`src/rtl/console_pkg.sv`:
```
package console_pkg;

  // Register slots inside the window, indexed by address bits 3:2.
  localparam int SLOT_COUNT    = 4;
  localparam int SLOT_IN_CTL   = 0;
  localparam int SLOT_IN_DATA  = 1;
  localparam int SLOT_OUT_CTL  = 2;
  localparam int SLOT_OUT_DATA = 3;

  typedef enum logic [2:0] {
    SEL_NONE,
    SEL_IN_CTL,
    SEL_IN_DATA,
    SEL_OUT_CTL,
    SEL_OUT_DATA
  } regSel_e;

  // Strobes sent from the control to the datapath, one set per cycle.
  typedef struct packed {
    regSel_e rdSel;      // which word drives the read bus
    logic    kbdAccept;  // keyboard byte is taken this cycle
    logic    inTake;     // CPU consumes the input byte
    logic    outLoad;    // CPU stores a byte for the display
    logic    dispDone;   // display takes the waiting byte
  } consoleStrb_t;

endpackage

```
`src/rtl/console_ctrl.sv`:
```
module console_ctrl
  import console_pkg::*;
#(
  parameter int ADDR_W   = 32,
  parameter int WIN_BITS = 16,
  parameter logic [WIN_BITS-1:0] WIN_TAG = '1
) (
  input  logic [ADDR_W-1:0] busAddr,
  input  logic              busRead,
  input  logic              busWrite,
  input  logic              kbdValid,
  input  logic              dispReady,
  input  logic              inFull,
  input  logic              outPending,
  output consoleStrb_t      strb,
  output logic              memSelect,
  output logic              kbdReady,
  output logic              dispValid
);

  localparam int OFF_W = ADDR_W - WIN_BITS;

  logic              winHit;
  logic [OFF_W-1:0]  offset;
  logic              aligned;
  logic [1:0]        slotIdx;
  logic [SLOT_COUNT-1:0] slotHit;

  assign winHit  = (busAddr[ADDR_W-1 -: WIN_BITS] == WIN_TAG);
  assign offset  = busAddr[OFF_W-1:0];
  assign aligned = (offset[OFF_W-1:4] == '0) && (offset[1:0] == 2'b00);
  assign slotIdx = offset[3:2];

  for (genvar s = 0; s < SLOT_COUNT; s++) begin : g_slot
    assign slotHit[s] = winHit && aligned && (slotIdx == s[1:0]);
  end

  assign memSelect = (busRead || busWrite) && !winHit;
  assign kbdReady  = !inFull;
  assign dispValid = outPending;

  always_comb begin
    strb           = '0;
    strb.rdSel     = SEL_NONE;
    strb.kbdAccept = kbdValid && !inFull;
    strb.inTake    = busRead && slotHit[SLOT_IN_DATA];
    strb.outLoad   = busWrite && slotHit[SLOT_OUT_DATA] && !outPending;
    strb.dispDone  = dispReady && outPending;
    if (busRead) begin
      unique case (1'b1)
        slotHit[SLOT_IN_CTL]:   strb.rdSel = SEL_IN_CTL;
        slotHit[SLOT_IN_DATA]:  strb.rdSel = SEL_IN_DATA;
        slotHit[SLOT_OUT_CTL]:  strb.rdSel = SEL_OUT_CTL;
        slotHit[SLOT_OUT_DATA]: strb.rdSel = SEL_OUT_DATA;
        default:                strb.rdSel = SEL_NONE;
      endcase
    end
  end

endmodule

```
`src/rtl/console_dpath.sv`:
```
module console_dpath
  import console_pkg::*;
#(
  parameter int DATA_W = 32,
  parameter int CHAR_W = 8
) (
  input  logic              clk,
  input  logic              rst,
  input  consoleStrb_t      strb,
  input  logic [CHAR_W-1:0] kbdData,
  input  logic [DATA_W-1:0] busWdata,
  output logic              inFull,
  output logic              outPending,
  output logic [CHAR_W-1:0] outByte,
  output logic [DATA_W-1:0] busRdata
);

  localparam int PAD_W = DATA_W - CHAR_W;

  logic [CHAR_W-1:0] inByte;

  always_ff @(posedge clk) begin
    if (rst) begin
      inFull <= 1'b0;
      inByte <= '0;
    end else if (strb.kbdAccept) begin
      inFull <= 1'b1;
      inByte <= kbdData;
    end else if (strb.inTake) begin
      inFull <= 1'b0;
    end
  end

  always_ff @(posedge clk) begin
    if (rst) begin
      outPending <= 1'b0;
      outByte    <= '0;
    end else if (strb.dispDone) begin
      outPending <= 1'b0;
    end else if (strb.outLoad) begin
      outPending <= 1'b1;
      outByte    <= busWdata[CHAR_W-1:0];
    end
  end

  always_comb begin
    busRdata = '0;
    unique case (strb.rdSel)
      SEL_IN_CTL:  busRdata[0] = inFull;
      SEL_IN_DATA: busRdata    = {{PAD_W{1'b0}}, inByte};
      SEL_OUT_CTL: busRdata[0] = !outPending;
      default:     busRdata    = '0;
    endcase
  end

endmodule

```
`src/rtl/consoleMmio.sv`:
```
module consoleMmio
  import console_pkg::*;
#(
  parameter int ADDR_W   = 32,
  parameter int DATA_W   = 32,
  parameter int CHAR_W   = 8,
  parameter int WIN_BITS = 16
) (
  input  logic              clk,
  input  logic              rst,
  input  logic [ADDR_W-1:0] busAddr,
  input  logic              busRead,
  input  logic              busWrite,
  input  logic [DATA_W-1:0] busWdata,
  output logic [DATA_W-1:0] busRdata,
  output logic              memSelect,
  input  logic              kbdValid,
  input  logic [CHAR_W-1:0] kbdData,
  output logic              kbdReady,
  output logic              dispValid,
  output logic [CHAR_W-1:0] dispData,
  input  logic              dispReady
);

  consoleStrb_t strb;
  logic         inFull;
  logic         outPending;

  console_ctrl #(
    .ADDR_W  (ADDR_W),
    .WIN_BITS(WIN_BITS),
    .WIN_TAG ({WIN_BITS{1'b1}})
  ) u_ctrl (
    .busAddr   (busAddr),
    .busRead   (busRead),
    .busWrite  (busWrite),
    .kbdValid  (kbdValid),
    .dispReady (dispReady),
    .inFull    (inFull),
    .outPending(outPending),
    .strb      (strb),
    .memSelect (memSelect),
    .kbdReady  (kbdReady),
    .dispValid (dispValid)
  );

  console_dpath #(
    .DATA_W(DATA_W),
    .CHAR_W(CHAR_W)
  ) u_dpath (
    .clk       (clk),
    .rst       (rst),
    .strb      (strb),
    .kbdData   (kbdData),
    .busWdata  (busWdata),
    .inFull    (inFull),
    .outPending(outPending),
    .outByte   (dispData),
    .busRdata  (busRdata)
  );

endmodule

```
`config.mk`:
```
export PLATFORM = sky130hd
export DESIGN_NAME = consoleMmio
export DESIGN_NICKNAME = d
export VERILOG_FILES = /design/src/rtl/console_pkg.sv /design/src/rtl/console_ctrl.sv /design/src/rtl/console_dpath.sv /design/src/rtl/consoleMmio.sv
export SDC_FILE = /design/constraint.sdc
export NUM_CORES = 1
export LEC_CHECK = 0
export BUFFER_PORTS_ARGS = -buffer_cell sky130_fd_sc_hd__buf_2
export CAP_MARGIN = 25
export CORE_MARGIN = 3
export CORE_UTILIZATION = 34
export DETAILED_ROUTE_END_ITERATION = 10
export PLACE_DENSITY_LB_ADDON = 0.2
export SLEW_MARGIN = 20
export SYNTH_ARGS = -nofsm -noshare
export SYNTH_HDL_FRONTEND = slang
export SYNTH_HIERARCHICAL = 1
export SYNTH_SLANG_ARGS = --single-unit
```
`constraint.sdc`:
```
create_clock -name clk -period 2.5 [get_ports clk]
set_clock_uncertainty 0.2 [all_clocks]
set_input_delay 0.375 -clock clk [delete_from_list [all_inputs] [get_ports clk]]
set_output_delay 0.375 -clock clk [all_outputs]
set_load 0.02 [all_outputs]
```
# Word level (Yosys, flattened, before mapping)
# Index checks and enable logic that the tools add are counted.
[op_classes]
eq_ne = 7
muxes = 6
bitwise_logic = 1
n_reduce_logical = 22
[ops]
columns = ["cell", "n"]
rows = [
  ["equality test 16 bit (second input constant)", 1],
  ["logical AND 1 bit", 12],
  ["logical NOT 12 bit", 1],
  ["case mux 3 bit (4 select lines)", 1],
  ["two-way mux 7 bit", 1],
  ["equality test 3 x 2 -> 1 bit (second input constant)", 2],
  ["equality test 2 bit (second input constant)", 2],
  ["logical NOT 2 bit", 2],
  ["equality test 3 x 1 -> 1 bit (second input constant)", 1],
  ["logical NOT 1 bit", 3],
  ["two-way mux 3 bit", 1],
  ["case mux 1 bit (3 select lines)", 1],
  ["equality test 2 x 1 -> 1 bit (second input constant)", 1],
  ["two-way mux 1 bit", 2],
  ["AND reduction 2 bit", 1],
  ["nonzero test 2 bit", 1],
  ["OR reduction 2 bit", 1],
  ["logical OR 1 bit", 1],
  ["NOT 1 bit", 1],
]
[totals]
ff_bits = 18
in_bits = 78
elab_cells = 40

# Depth between registers and ports, before layout
# Gate-level depths: netlist of the first run.
[logic_depth]
word_depth = 8
depth_mapped = 8
depth_no_buf = 6

# Cells and area by module
# Netlist of the first run, hierarchy kept.
[by_module_without_submodules]
columns = ["module", "instances", "cells_per_inst", "area_each_um2", "seq_area_each_um2"]
rows = [
  ["console_dpath", 1, 97, 908.4, 360.3],
  ["console_ctrl", 1, 26, 181.4, 0.0],
]

# Worst setup path after synthesis of the first run
# Ideal clock, no wire load.
[synth_timing]
path_type = "input port to output port"
start = "in busAddr[19]"
end = "out busRdata[0]"
arrival_time_ns = 1.965
path_slack_ns = -0.040
path_stages = 6
path_cell_list = "nand4_1 > or4_1 > buf_2 > nor3_1 > nand3b_1 > a21oi_1"
[synth_lines]
columns = ["element", "line", "text"]
rows = [
  ["start, declared", "consoleMmio.sv:11", "input logic [ADDR_W-1:0] busAddr,"],
  ["end, declared", "consoleMmio.sv:15", "output logic [DATA_W-1:0] busRdata,"],
]

==> results of run 1 <==
## layout by cell type (no fill, tap or decap), types with 2 or more instances in the layout
cell / count
nor4_4: 4
conb_1: 24
mux2i_1: 16
nor3_2: 2
buf_2: 61
buf_4: 9
and2_4: 7
clkbuf_4: 3
dfxtp_1: 18
nand4_1: 6
inv_1: 2
nor2_1: 19
buf_6: 10
nand2_1: 2
## cell families (layout without fill, tap and decap cells)
family | count (synthesis) | count (layout) | share of synthesized area
compound gates | 4 | 4 | 0.02297
xor+xnor | 1 | 1 | 0.008038
buf+inv | 32 | 86 | 0.2101
flops | 18 | 18 | 0.3307
mux | 16 | 16 | 0.1470
other cells | 1 | 24 | 0.003441
simple gates | 51 | 51 | 0.2779
## how the worst min path moves through the flow
stage                     slack (ns)          startpoint            endpoint  depth (start not counted)
after global placement          0.27   u_dpath/inByte[4]   u_dpath/inByte[4]                          2
after floorplan                 0.25   u_dpath/inByte[1]   u_dpath/inByte[1]                          2
after CTS                       0.12         busWdata[6]  u_dpath/outByte[6]                          3
after detailed placement        0.28  u_dpath/outByte[7]  u_dpath/outByte[7]                          2
final                           0.13         busWdata[3]  u_dpath/outByte[3]                          3
after global routing            0.11         busWdata[6]  u_dpath/outByte[6]                          3
## synthesized netlist by cell type (2+ instances only)
cell / instances
dfxtp_1: 18
buf_4: 26
nand4_1: 6
nor3_1: 4
nor4_1: 3
nand2_1: 2
inv_1: 2
mux2i_1: 16
nor2_1: 19
and2_1: 8
a21oi_1: 2
buf_2: 3
## sequential cells by signal, summed over array words and instances, names as in the netlist
name	cells
u_dpath/inFull	1
u_dpath/inByte	8
u_dpath/outPending	1
u_dpath/outByte	8
## worst reg2reg max path, stage by stage (launching register included)
cell and delay (ns):
dfxtp_1 0.35, nand2b_1 0.18, nor4_4 0.17, nor2b_4 0.21, buf_12 0.14, mux2i_1 0.19, nor2_1 0.06
## power by group through the flow
stage	registers [W]	clock network, W	logic [W]
2_1_floorplan	0.000306	0	0.0000959
3_3_place_gp	0.000308	0	0.000112
3_5_place_dp	0.000308	0	0.000115
4_1_cts	0.000301	0.000138	0.000119
5_1_grt	0.000304	0.000153	0.000139
6_report	0.000302	0.000129	0.000127
## cell type report
cell class | instances | area share
inverter | 2 | 0.004615
multi-input combinational | 96 | 0.4169
timing repair buffer | 81 | 0.3108
sequential | 18 | 0.2215
tap | 42 | 0.03231
clock buffer | 3 | 0.01385
## routing by layer
layer	part of all wire	global-route usage	wire length, um
met1	0.37	0.1468	996
met5	0	0	0
met2	0.54	0.2490	1472
met3	0.082	0.05036	221
met4	0.0070	0.02479	19
## per-stage QoR
stage          hold slack (ns)  cell area (um2)  cells
2_1_floorplan           0.2515             1180    146
3_3_place_gp            0.2650             1436    237
3_5_place_dp            0.2769             1436    237
4_1_cts                 0.1176             1530    242
5_1_grt                 0.1056             1627    242
6_report                0.1288             1627    242
## timing repair
action,4_1_cts,5_1_grt
resized for setup,13,23
endpoints found under the setup margin,7,8
buffers inserted,2,0
pin swaps,4,11
endpoints found under the hold margin,0,0
==> results by stage, run 1 <==
Power and ir drop:
- The total power of the final layout is about 0.00056 W.
- The share of total power dissipated in sequential elements is 0.540.
- The maximum ir drop on the vdd rail is 0.2554 mV.
- The share of total power dissipated in the clock network is 0.232.
- The switching fraction of total power is 0.2771.
- Summed over all cells, the static leakage comes to between 0.7 and 0.8 nW.
- The fraction of power consumed by combinational cells is 0.228.
- The power density relative to cell area is approximately 340 nW/um2.
- The analysis attributes to net switching a power of between 0.00015 and 0.0002 W.
- The internal power is 0.0004040 W.

Worst setup path:
- Of all nets on the critical path, the largest fanout is 7.
- For this run, the slowest stage of the critical path takes 0.58 ns.
- The startpoint identified for the worst register-to-register timing path is u_dpath/outPending.
- STA classifies the critical path startpoint as an input port.
- In this run the number of cells on the critical path is 8.
- The kind of capture point of the worst setup path is an output port.
- Walking the worst path, the cells encountered are buf_2 > nand4_1 > or4_4 > nor3_4 > nor3b_2 > buf_4 > and2_4 > buf_6.
- The critical path capture point is busRdata[6].
- The worst path required time is 1.92 ns.
- Tracing the worst setup path back leads to its startpoint at busAddr[18].
- The type of the setup path with the least slack is input port to output port.
- For the worst flop-to-flop path, the logic depth is 6.
- The critical path's top delay family is simple AND/OR/NAND/NOR gates.
- The buffers plus inverters on the worst setup path is 3.
- The slowest stage of the critical path belongs to the cell or4_4.
- The critical path data arrival time is 1.92 ns.
- Across all register-to-register paths, the minimum setup slack is between 0.8 and 0.9 ns.
- In this run the critical register-to-register path is captured at u_dpath/outByte[5].

Floorplanning:
- Measured along the x axis, the die boundary spans 62.62 um.
- The initial utilization of the core area, before any placement, comes to 0.3758.
- The number of top-level design ports is 121.
- The area of the die is a little under 4000 um2.
- The die height is approximately 63 um.
- The core region is ~2900 um2.
- After floorplanning, the core was divided into 19 placement rows.

Layout:
- The total area of multi-input combinational cells is between 600 and 700 um2.
- Summing all flip-flop and latch instances after layout gives roughly 360 um2.
- At the end of the flow the core is filled with cells to 0.5608.
- The fraction of final layout cells sized beyond drive strength 1 is 0.5150.
- The count of fill cells added during filler insertion is about 270.
- The number of nets in the layout is 280.
- The number of diodes added for antenna fixing is 0.
- The layout overhead on the synthesized area is 49.25%.

Drt:
- The aggregate routed wire length is around 2700 um.
- The first detailed-routing pass ran for 4 iterations.
- The post-detailed-route DRC marker count is 0.
- The first-iteration detailed-routing DRC count is 23.
- The number of nets with antenna violations after detailed routing is 0.
- The via count normalized by instance count is between 4 and 5.
- The final route contains roughly 1,000 vias.
- The average wire per standard cell is approximately 11 um.

STA:
- Of the available clock period, the critical path in the final layout requires 0.9969.
- Setup repair after global routing could not meet its margin everywhere.
- The post-layout worst setup margin is around 0.0078 ns.
- Timing would allow up to 0.4012 GHz.
- The final-report hold violation count came to 0.
- The minimum clock period after layout is between 2 and 2.5 ns.
- The final number of max-transition violations is 0.
- In the final timing run, aggregate negative setup slack is 0 ns.
- The setup violation total in the final timing report is 0.

Yosys:
- Yosys mapped the design onto 26 distinct sky130hd cell types.
- The register area share after synthesis is 0.3307.
- The leading register cell type out of synthesis is dfxtp_1.
- The number of synthesized flops with an enable pin is 0.
- Of the post-synthesis cell area, the dominant cell type holds 0.3307.
- The synthesized flop and latch total is 18.
- Of all cell types, the one taking the most synthesized area is dfxtp_1.
- The warning count from the yosys run is 6.
- After synthesis, the mean cell area works out to around 8.9 um2.
- The async set-reset flop share out of synthesis is 0.
- The mapped cell area is about 1100 um2.
- The gate count after technology mapping is about 120.
- In the post-synthesis netlist, the biggest area contributors are dfxtp_1 33%, buf_4 18%, mux2i_1 15%.

Flow run:
- Max-cap violations in this run came to 0.

Clocking:
- CTS saw 18 sinks.
- The root buffer cell chosen for the clock tree is clkbuf_4.
- The CTS tree is yes.
- Clock-pin slew was measured on the worst setup and hold paths at ~0.09 ns.
- The hold buffer count at cts is 0.
- In this run the deepest clock path goes through 2 buffers.
- The deepest level of the CTS H-tree is 1.
- The later pin in the worst-skew pair is clocked with a latency of about 0.27 ns.
- The number of CTS-inserted buffers is 3.

Hold path:
- The worst hold path belongs to the class input port to register.

Global route:
- The via count of the first global-routing pass is approximately 1,000.
- The number of antenna violations at the first check in global routing is 0.
- For this run, the total global-route usage over all layers was measured as 0.1348.
- The first global-routing pass estimated between 4000 and 5000 um of wire.
- Entering global routing, the biggest net connects 19 pins.
- After global routing the overflow that remains totals 0.

Placed design:
- The pre-CTS worst setup slack is -0.1843 ns.
- The number of buffers added on ports is 72.
- The detailed placer's ending HPWL is between 2000 and 2500 um.
- At the end of routability-driven placement, the weighted congestion stood at approximately 0.74.

Run status:
- The run finished with clean final reports.
Power figures use the tool's default switching activity.
==> inputs of run 2 (changes only) <==
--- a/config.mk
+++ b/config.mk
@@ -11,6 +11,7 @@
 export CORE_UTILIZATION = 34
 export DETAILED_ROUTE_END_ITERATION = 10
 export PLACE_DENSITY_LB_ADDON = 0.2
+export SETUP_SLACK_MARGIN = 0.02
 export SLEW_MARGIN = 20
 export SYNTH_ARGS = -nofsm -noshare
 export SYNTH_HDL_FRONTEND = slang
==> run 2 against run 1 <==
Combinational power grew 3%. Die area did not move. Total power grew 0.65%. Via count increased by 0.58%. Register-to-register slack about the same. Clock power about the same. Fmax grew 0.26%.
==> results by stage, run 2 (same netlist as run 1, synthesis figures left out) <==
Power and ir drop:
- IR analysis of the VDD net gives a maximum drop of ~0.26 mV.
- The power density relative to cell area is 343.7 nW/um2.
- Power comes to approximately 0.00056 W.
- The leakage power total is about 0.79 nW.

Run status:
- The flow ran to the end, and the final reports show no timing, DRC or antenna violations.

Drt:
- The via count normalized by instance count is ~4.3.
- Detailed routing inserted a total of roughly 1,000 vias.
- The iteration count of the initial detailed-routing pass is 4.
- The number of nets with antenna violations after detailed routing is 0.
- After detailed routing, the total wire length is around 2800 um.
- After detailed routing, the average wire length per cell comes to around 12 um.
- After detailed routing, the number of remaining DRC violations is 0.
- The detailed router finished its first iteration with 25 violations.

STA:
- The final number of max-transition violations is 0.
- The achievable frequency is a little over 0.4 GHz.
- The post-layout worst setup margin is 0.01410 ns.
- The smallest hold slack is about 0.13 ns.
- Setup total negative slack on the finished layout was measured at 0 ns.
- Setup violations remaining at the end of the flow were counted as 0.
- Setup repair after global routing could not meet its margin everywhere.
- The worst path needs around 2.5 ns of the cycle, external delays included.
- In the finished design, the share of the clock period the worst path needs comes to 0.9944.
- The final-report hold violation count is 0.

Floorplanning:
- For this configuration, the core starts out at a cell density of 0.3758.
- From left edge to right edge, the die measures around 63 um.
- The die height is between 60 and 70 um.
- The cell row count is 19.
- The core region is ~2900 um2.
- The die covers about 3900 um2.
- The number of top-level design ports is between 100 and 150.

Layout:
- After filler insertion, the fill cell instance count of the layout stands at 280.
- The multi-input combinational cells in the finished layout cover a total of about 670 um2.
- The commonest non-fill, non-tap cell in the layout is buf_2.
- The area growth from synthesis to layout is 50.17%.
- Summing all flip-flop and latch instances after layout gives between 300 and 400 um2.
- The number of diodes added for antenna fixing is 0.
- The number of nets in the layout is 280.
- In the final layout, the registers with the most flip-flops are u_dpath/inByte x8, u_dpath/outByte x8.
- Leaving out fill and tap cells, the most frequent cells in the layout are 59 x buf_2, 24 x conb_1, 19 x nor2_1.
- The fraction of final layout cells sized beyond drive strength 1 is 0.4950.
- After the flow finishes, the layout carries non-filler instances totaling 242.

Clocking:
- The tree is rooted in a clkbuf_4.
- In this run the deepest clock path goes through 2 buffers.
- The clock insertion delay at the later pin of the skew report is about 0.27 ns.
- The CTS tree is yes.
- The deepest level of the CTS H-tree is 1.
- Clock-pin slew was measured on the worst setup and hold paths at around 0.09 ns.
- The number of CTS-inserted buffers is 3.
- The clock net in this run drives a total of 18 sinks.
- For this design, the CTS-stage hold fixing added 0 buffers.

Worst setup path:
- The critical path data arrival time is 1.91 ns.
- In this run the worst path has a maximum fanout of 7.
- The element type at the critical path start is an input port.
- The setup path with the least slack is of type input port to output port.
- The kind of capture point of the worst setup path is an output port.
- The worst path required time is around 1.9 ns.

Global route:
- The via count of the first global-routing pass is slightly below 1,000.
- The total routing usage reported by global routing is 0.1345.
- The first global-routing pass estimated 4326 um of wire.
- Entering global routing, the biggest net connects 19 pins.
- The number of antenna violations at the first check in global routing is 0.
- The total overflow left after global routing is 0.

Placed design:
- The number of instances in the placed design is approximately 240.
- Prior to clock tree synthesis, the placed netlist has a worst setup slack of -0.1843 ns.
- In this run the tool buffered the top-level ports with 72 buffer cells.
- The routability-driven placement congestion ratio is approximately 0.74.
- The detailed placer's ending HPWL is 2178 um.

Hold path:
- In this run the worst hold path is classified as input port to register.

Flow run:
- Across the run, the number of max-cap violations was 0.
## run 2: cell counts in the layout (fill, tap and decap cells not counted)
Identical to the previous run, type by type.
## run 2: final cells by class
cell class | count | share of cell area
inverters | 2 | 0.004587
clock buffers | 3 | 0.01376
repair buffers | 81 | 0.3211
multi-input cells | 96 | 0.4083
flip-flops and latches | 18 | 0.2202
well taps | 42 | 0.03211
## run 2: layer usage
metal / routed length, um / GRT usage / vias up / share of wire
met3: 210 / 0.05036 / 2 / 0.075
met1: 1052 / 0.1468 / 476 / 0.37
li1: - / - / 521 / -
met5: 0 / 0 / - / 0
met4: 21 / 0.02479 / 0 / 0.0075
met2: 1528 / 0.2477 / 49 / 0.54
## run 2: what timing repair did
| item | CTS | global route |
|---|---|---|
| gates resized for setup | 20 | 16 |
| setup endpoints to repair | 7 | 8 |
| buffers inserted | 2 | 0 |
| pin swaps | 4 | 6 |
| endpoints found under the hold margin | 0 | 0 |
## run 2: worst max-delay path: stages
cell and delay (ns):
buf_6 0.06, nand4_1 0.08, or4_4 0.60, nor3_4 0.18, nor3b_2 0.18, buf_4 0.16
and2_1 0.15, buf_6 0.12
## run 2: per-stage QoR
step	cell area, um2	util
2_1_floorplan	1180	-
3_3_place_gp	1436	0.4953
3_5_place_dp	1436	0.4953
4_1_cts	1554	0.5358
5_1_grt	1637	0.5643
6_report	1637	0.5643
## run 2: power by group
part	internal (W)	switching, W
clock network	0.0000558	0.0000742
logic	0.0000549	0.0000761
registers	0.000296	0.00000523
## run 2: path summary, 6_finish.rpt
check / startpoint / end / slack [ns] / cells past startpoint
worst max-delay path: busAddr[19] / busRdata[3] / 0.01 / 8
worst min-delay path: busWdata[3] / u_dpath/outByte[3] / 0.13 / 3
worst max register to register: u_dpath/outPending / u_dpath/outByte[5] / 0.87 / 6
worst min register to register: u_dpath/inByte[7] / u_dpath/inByte[7] / 0.30 / 2
==> inputs of run 3 (changes only) <==
--- a/config.mk
+++ b/config.mk
@@ -10,8 +10,10 @@
 export CORE_MARGIN = 3
 export CORE_UTILIZATION = 34
 export DETAILED_ROUTE_END_ITERATION = 10
-export PLACE_DENSITY_LB_ADDON = 0.2
+export GPL_TIMING_DRIVEN = 0
+export PLACE_DENSITY = 0.86
 export SETUP_SLACK_MARGIN = 0.02
+export SKIP_CTS_REPAIR_TIMING = 1
 export SLEW_MARGIN = 20
 export SYNTH_ARGS = -nofsm -noshare
 export SYNTH_HDL_FRONTEND = slang
==> run 3 against run 2 <==
The run now ends with setup timing left. Clock-buffer cell count increased by 1. Critical path depth unchanged. Sequential cell count unchanged. Register-to-register slack improved by 0.06 ns. Final area increased by 7.1%. Wire length increased by 3.7%. Fmax decreased by 7.3%. Combinational power increased by 18%. First-iteration DRC count decreased by 52%. Critical path type unchanged. Sequential share of layout area decreased by 1.5 points. Highest routed layer unchanged. Clock power increased by 35%. Total power increased by 13%.
==> results by stage, run 3 (same netlist as run 1, synthesis figures left out) <==
Power and ir drop:
- The leakage power total is roughly 0.9 nW.
- The maximum ir drop on the vdd rail is approximately 0.28 mV.
- The power density relative to cell area is 361.1 nW/um2.

Drt:
- After detailed routing, the number of vias per cell comes to 4.162.
- The number of vias after detailed routing is 1,103.
- After the first detailed-routing iteration, the DRC count stood at 12.
- The number of nets with antenna violations after detailed routing is 0.
- In the routed design, unresolved DRC markers number 0.
- The pre-antenna-repair detailed-routing pass consisted of 2 iterations.
- Dividing the detail-routed wire length by the instance count gives between 10 and 15 um.
- For this block, the routed nets add up to between 2000 and 3000 um of wire.

Layout:
- The library cells used most frequently in the layout, excluding fill and tap cells, are 59 x buf_2, 32 x buf_4, 24 x conb_1.
- The final core area utilization is 0.6044.
- The number of diodes added for antenna fixing is 0.
- With fillers left out, the area of the finished cells amounts to 1753 um2.
- The fraction of final layout cells sized beyond drive strength 1 is 0.5247.
- The library cell used most frequently in the layout, excluding fill and tap cells, is buf_2.
- For this run, the number of standard cells in the final layout without fillers is about 270.
- The number of nets in the layout is approximately 300.
- The count of fill cells added during filler insertion is 275.
- In the final layout, the registers with the most flip-flops are u_dpath/inByte x8, u_dpath/outByte x8.
- From synthesis to final layout, the design area changed by 60.85%.

Flow run:
- Max-cap violations in this run came to 0.

Placed design:
- At the end of routability-driven placement, the weighted congestion stood at around 0.65.
- The detailed placer's ending HPWL is between 2000 and 2500 um.
- Once placement finished, the instance area stood at approximately 1600 um2.
- The number of buffers added on ports is a little over 70.
- Counting tap cells, the placed design contains a total of 259 instances.
- The pre-CTS worst setup slack is -0.3681 ns.

Floorplanning:
- Pin placement for this block handled 121 I/O pins.
- The floorplan step defined a core boundary enclosing about 2900 um2.
- The die covers 3921 um2.
- The overall die width is between 60 and 70 um.
- For this configuration, the core starts out at a cell density of 0.3758.
- The die height is about 63 um.
- The initialized floorplan defines 19 standard-cell rows.

Global route:
- Across every metal layer, demand over resource in global routing totals 0.1350.
- The number of antenna violations at the first check in global routing is 0.
- The global route total overflow is 0.
- The via count of the first global-routing pass is 1,028.
- The first global-routing pass estimated around 4400 um of wire.
- The maximum number of pins on one net before global-route repair is 11.

Clocking:
- The count of clock tree sinks is 18.
- In this run the number of H-tree levels came out at 1.
- The clock insertion delay at the later pin of the skew report is a little under 0.3 ns.
- Clock-pin slew was measured on the worst setup and hold paths at ~0.10 ns.
- CTS placed an instance of clkbuf_4 at the clock tree root.
- The number of CTS-inserted buffers is 3.
- TritonCTS built the clock tree.
- The maximum buffer depth of the clock tree is 2.

STA:
- Setup violations remaining at the end of the flow were counted as 8.
- Setup repair after global routing could not meet its margin everywhere.
- The final-report hold violation count is 0.
- The final number of max-transition violations is 0.
- The minimum clock period after layout is around 2.7 ns.
- The smallest hold slack is between 0.1 and 0.15 ns.
- Setup slack on the critical path of the routed design comes to -0.1830 ns.
- In the finished design, the share of the clock period the worst path needs comes to 1.073.
- Derived from the worst setup path, the maximum achievable clock frequency is 0.3727 GHz.

Run status:
- The flow ran to the end, but the final reports show violations.
- The checks that failed: setup timing.

Worst setup path:
- The critical path data arrival time is between 2 and 2.5 ns.
- On the critical path, the stage with the largest delay is an instance of or4_4.
- The element type at the critical path start is an input port.
- The worst path required time is ~1.9 ns.
- The critical path goes through buf_6 > nand4_1 > or4_4 > buf_8 > nor3_1 > nor3b_4 > and2_1 > buf_4.
- For this run, the slowest stage of the critical path takes 0.54 ns.
- The critical path in this run is classified as input port to output port.
- Of all nets on the critical path, the largest fanout is 7.
- The kind of capture point of the worst setup path is an output port.

Hold path:
- The path type of the worst min-delay path is input port to register.
-- run 3: cell types whose count changed in the layout (fill, tap and decap cells not counted), moves of 3 or more --
cell,previous run,this run
nor4_4,4,1
buf_4,7,32
nor4_1,0,3
buf_6,14,11
-- run 3: power breakdown --
part	switching (W)	internal (W)	leakage, nW	total, W
Combinational	0.0000758	0.0000793	0.732	0.000155
Sequential	0.00000543	0.000296	0.147	0.000302
Clock	0.0000874	0.0000886	0.0210	0.000176
-- run 3: worst paths after layout --
kind                                         start                 end  slack (ns)  depth (start not counted)
worst max-delay path                   busAddr[29]         busRdata[4]       -0.18                          8
worst min-delay path                   busWdata[1]  u_dpath/outByte[1]        0.11                          3
worst max register to register  u_dpath/outPending  u_dpath/outByte[7]        0.93                          6
worst min register to register   u_dpath/inByte[2]   u_dpath/inByte[2]        0.30                          2
-- run 3: through the flow --
step           power [W]  setup TNS (ns)
2_1_floorplan  0.0004023               0
3_3_place_gp   0.0004501          -2.669
3_5_place_dp   0.0004524          -2.700
4_1_cts        0.0006328          -2.776
5_1_grt        0.0006725          -2.417
6_report       0.0006329          -1.319
-- run 3: cell type report --
type | instances | area (um2) | share of cell area
plain buffers | 30 | 231.5 | 0.1320
clock buffers | 4 | 36.28 | 0.02070
inverters | 2 | 7.507 | 0.004283
multi-input cells | 96 | 621.8 | 0.3547
flip-flops and latches | 18 | 360.3 | 0.2056
well taps | 42 | 52.55 | 0.02998
repair buffers | 73 | 442.9 | 0.2527
-- run 3: critical path: cells and delay by family --
| family | cells | cell delay (ns) |
|---|---|---|
| and+or+nand+nor | 5 | 1.37 |
| buffers and inverters | 3 | 0.37 |
-- run 3: layer usage --
| metal | global-route usage | vias to the layer above | routed length, um |
|---|---|---|---|
| li1 | - | 565 | - |
| met1 | 0.1460 | 469 | 1058 |
| met2 | 0.2344 | 67 | 1473 |
| met3 | 0.05576 | 2 | 373 |
| met4 | 0.04959 | 0 | 12 |
| met5 | 0 | - | 0 |
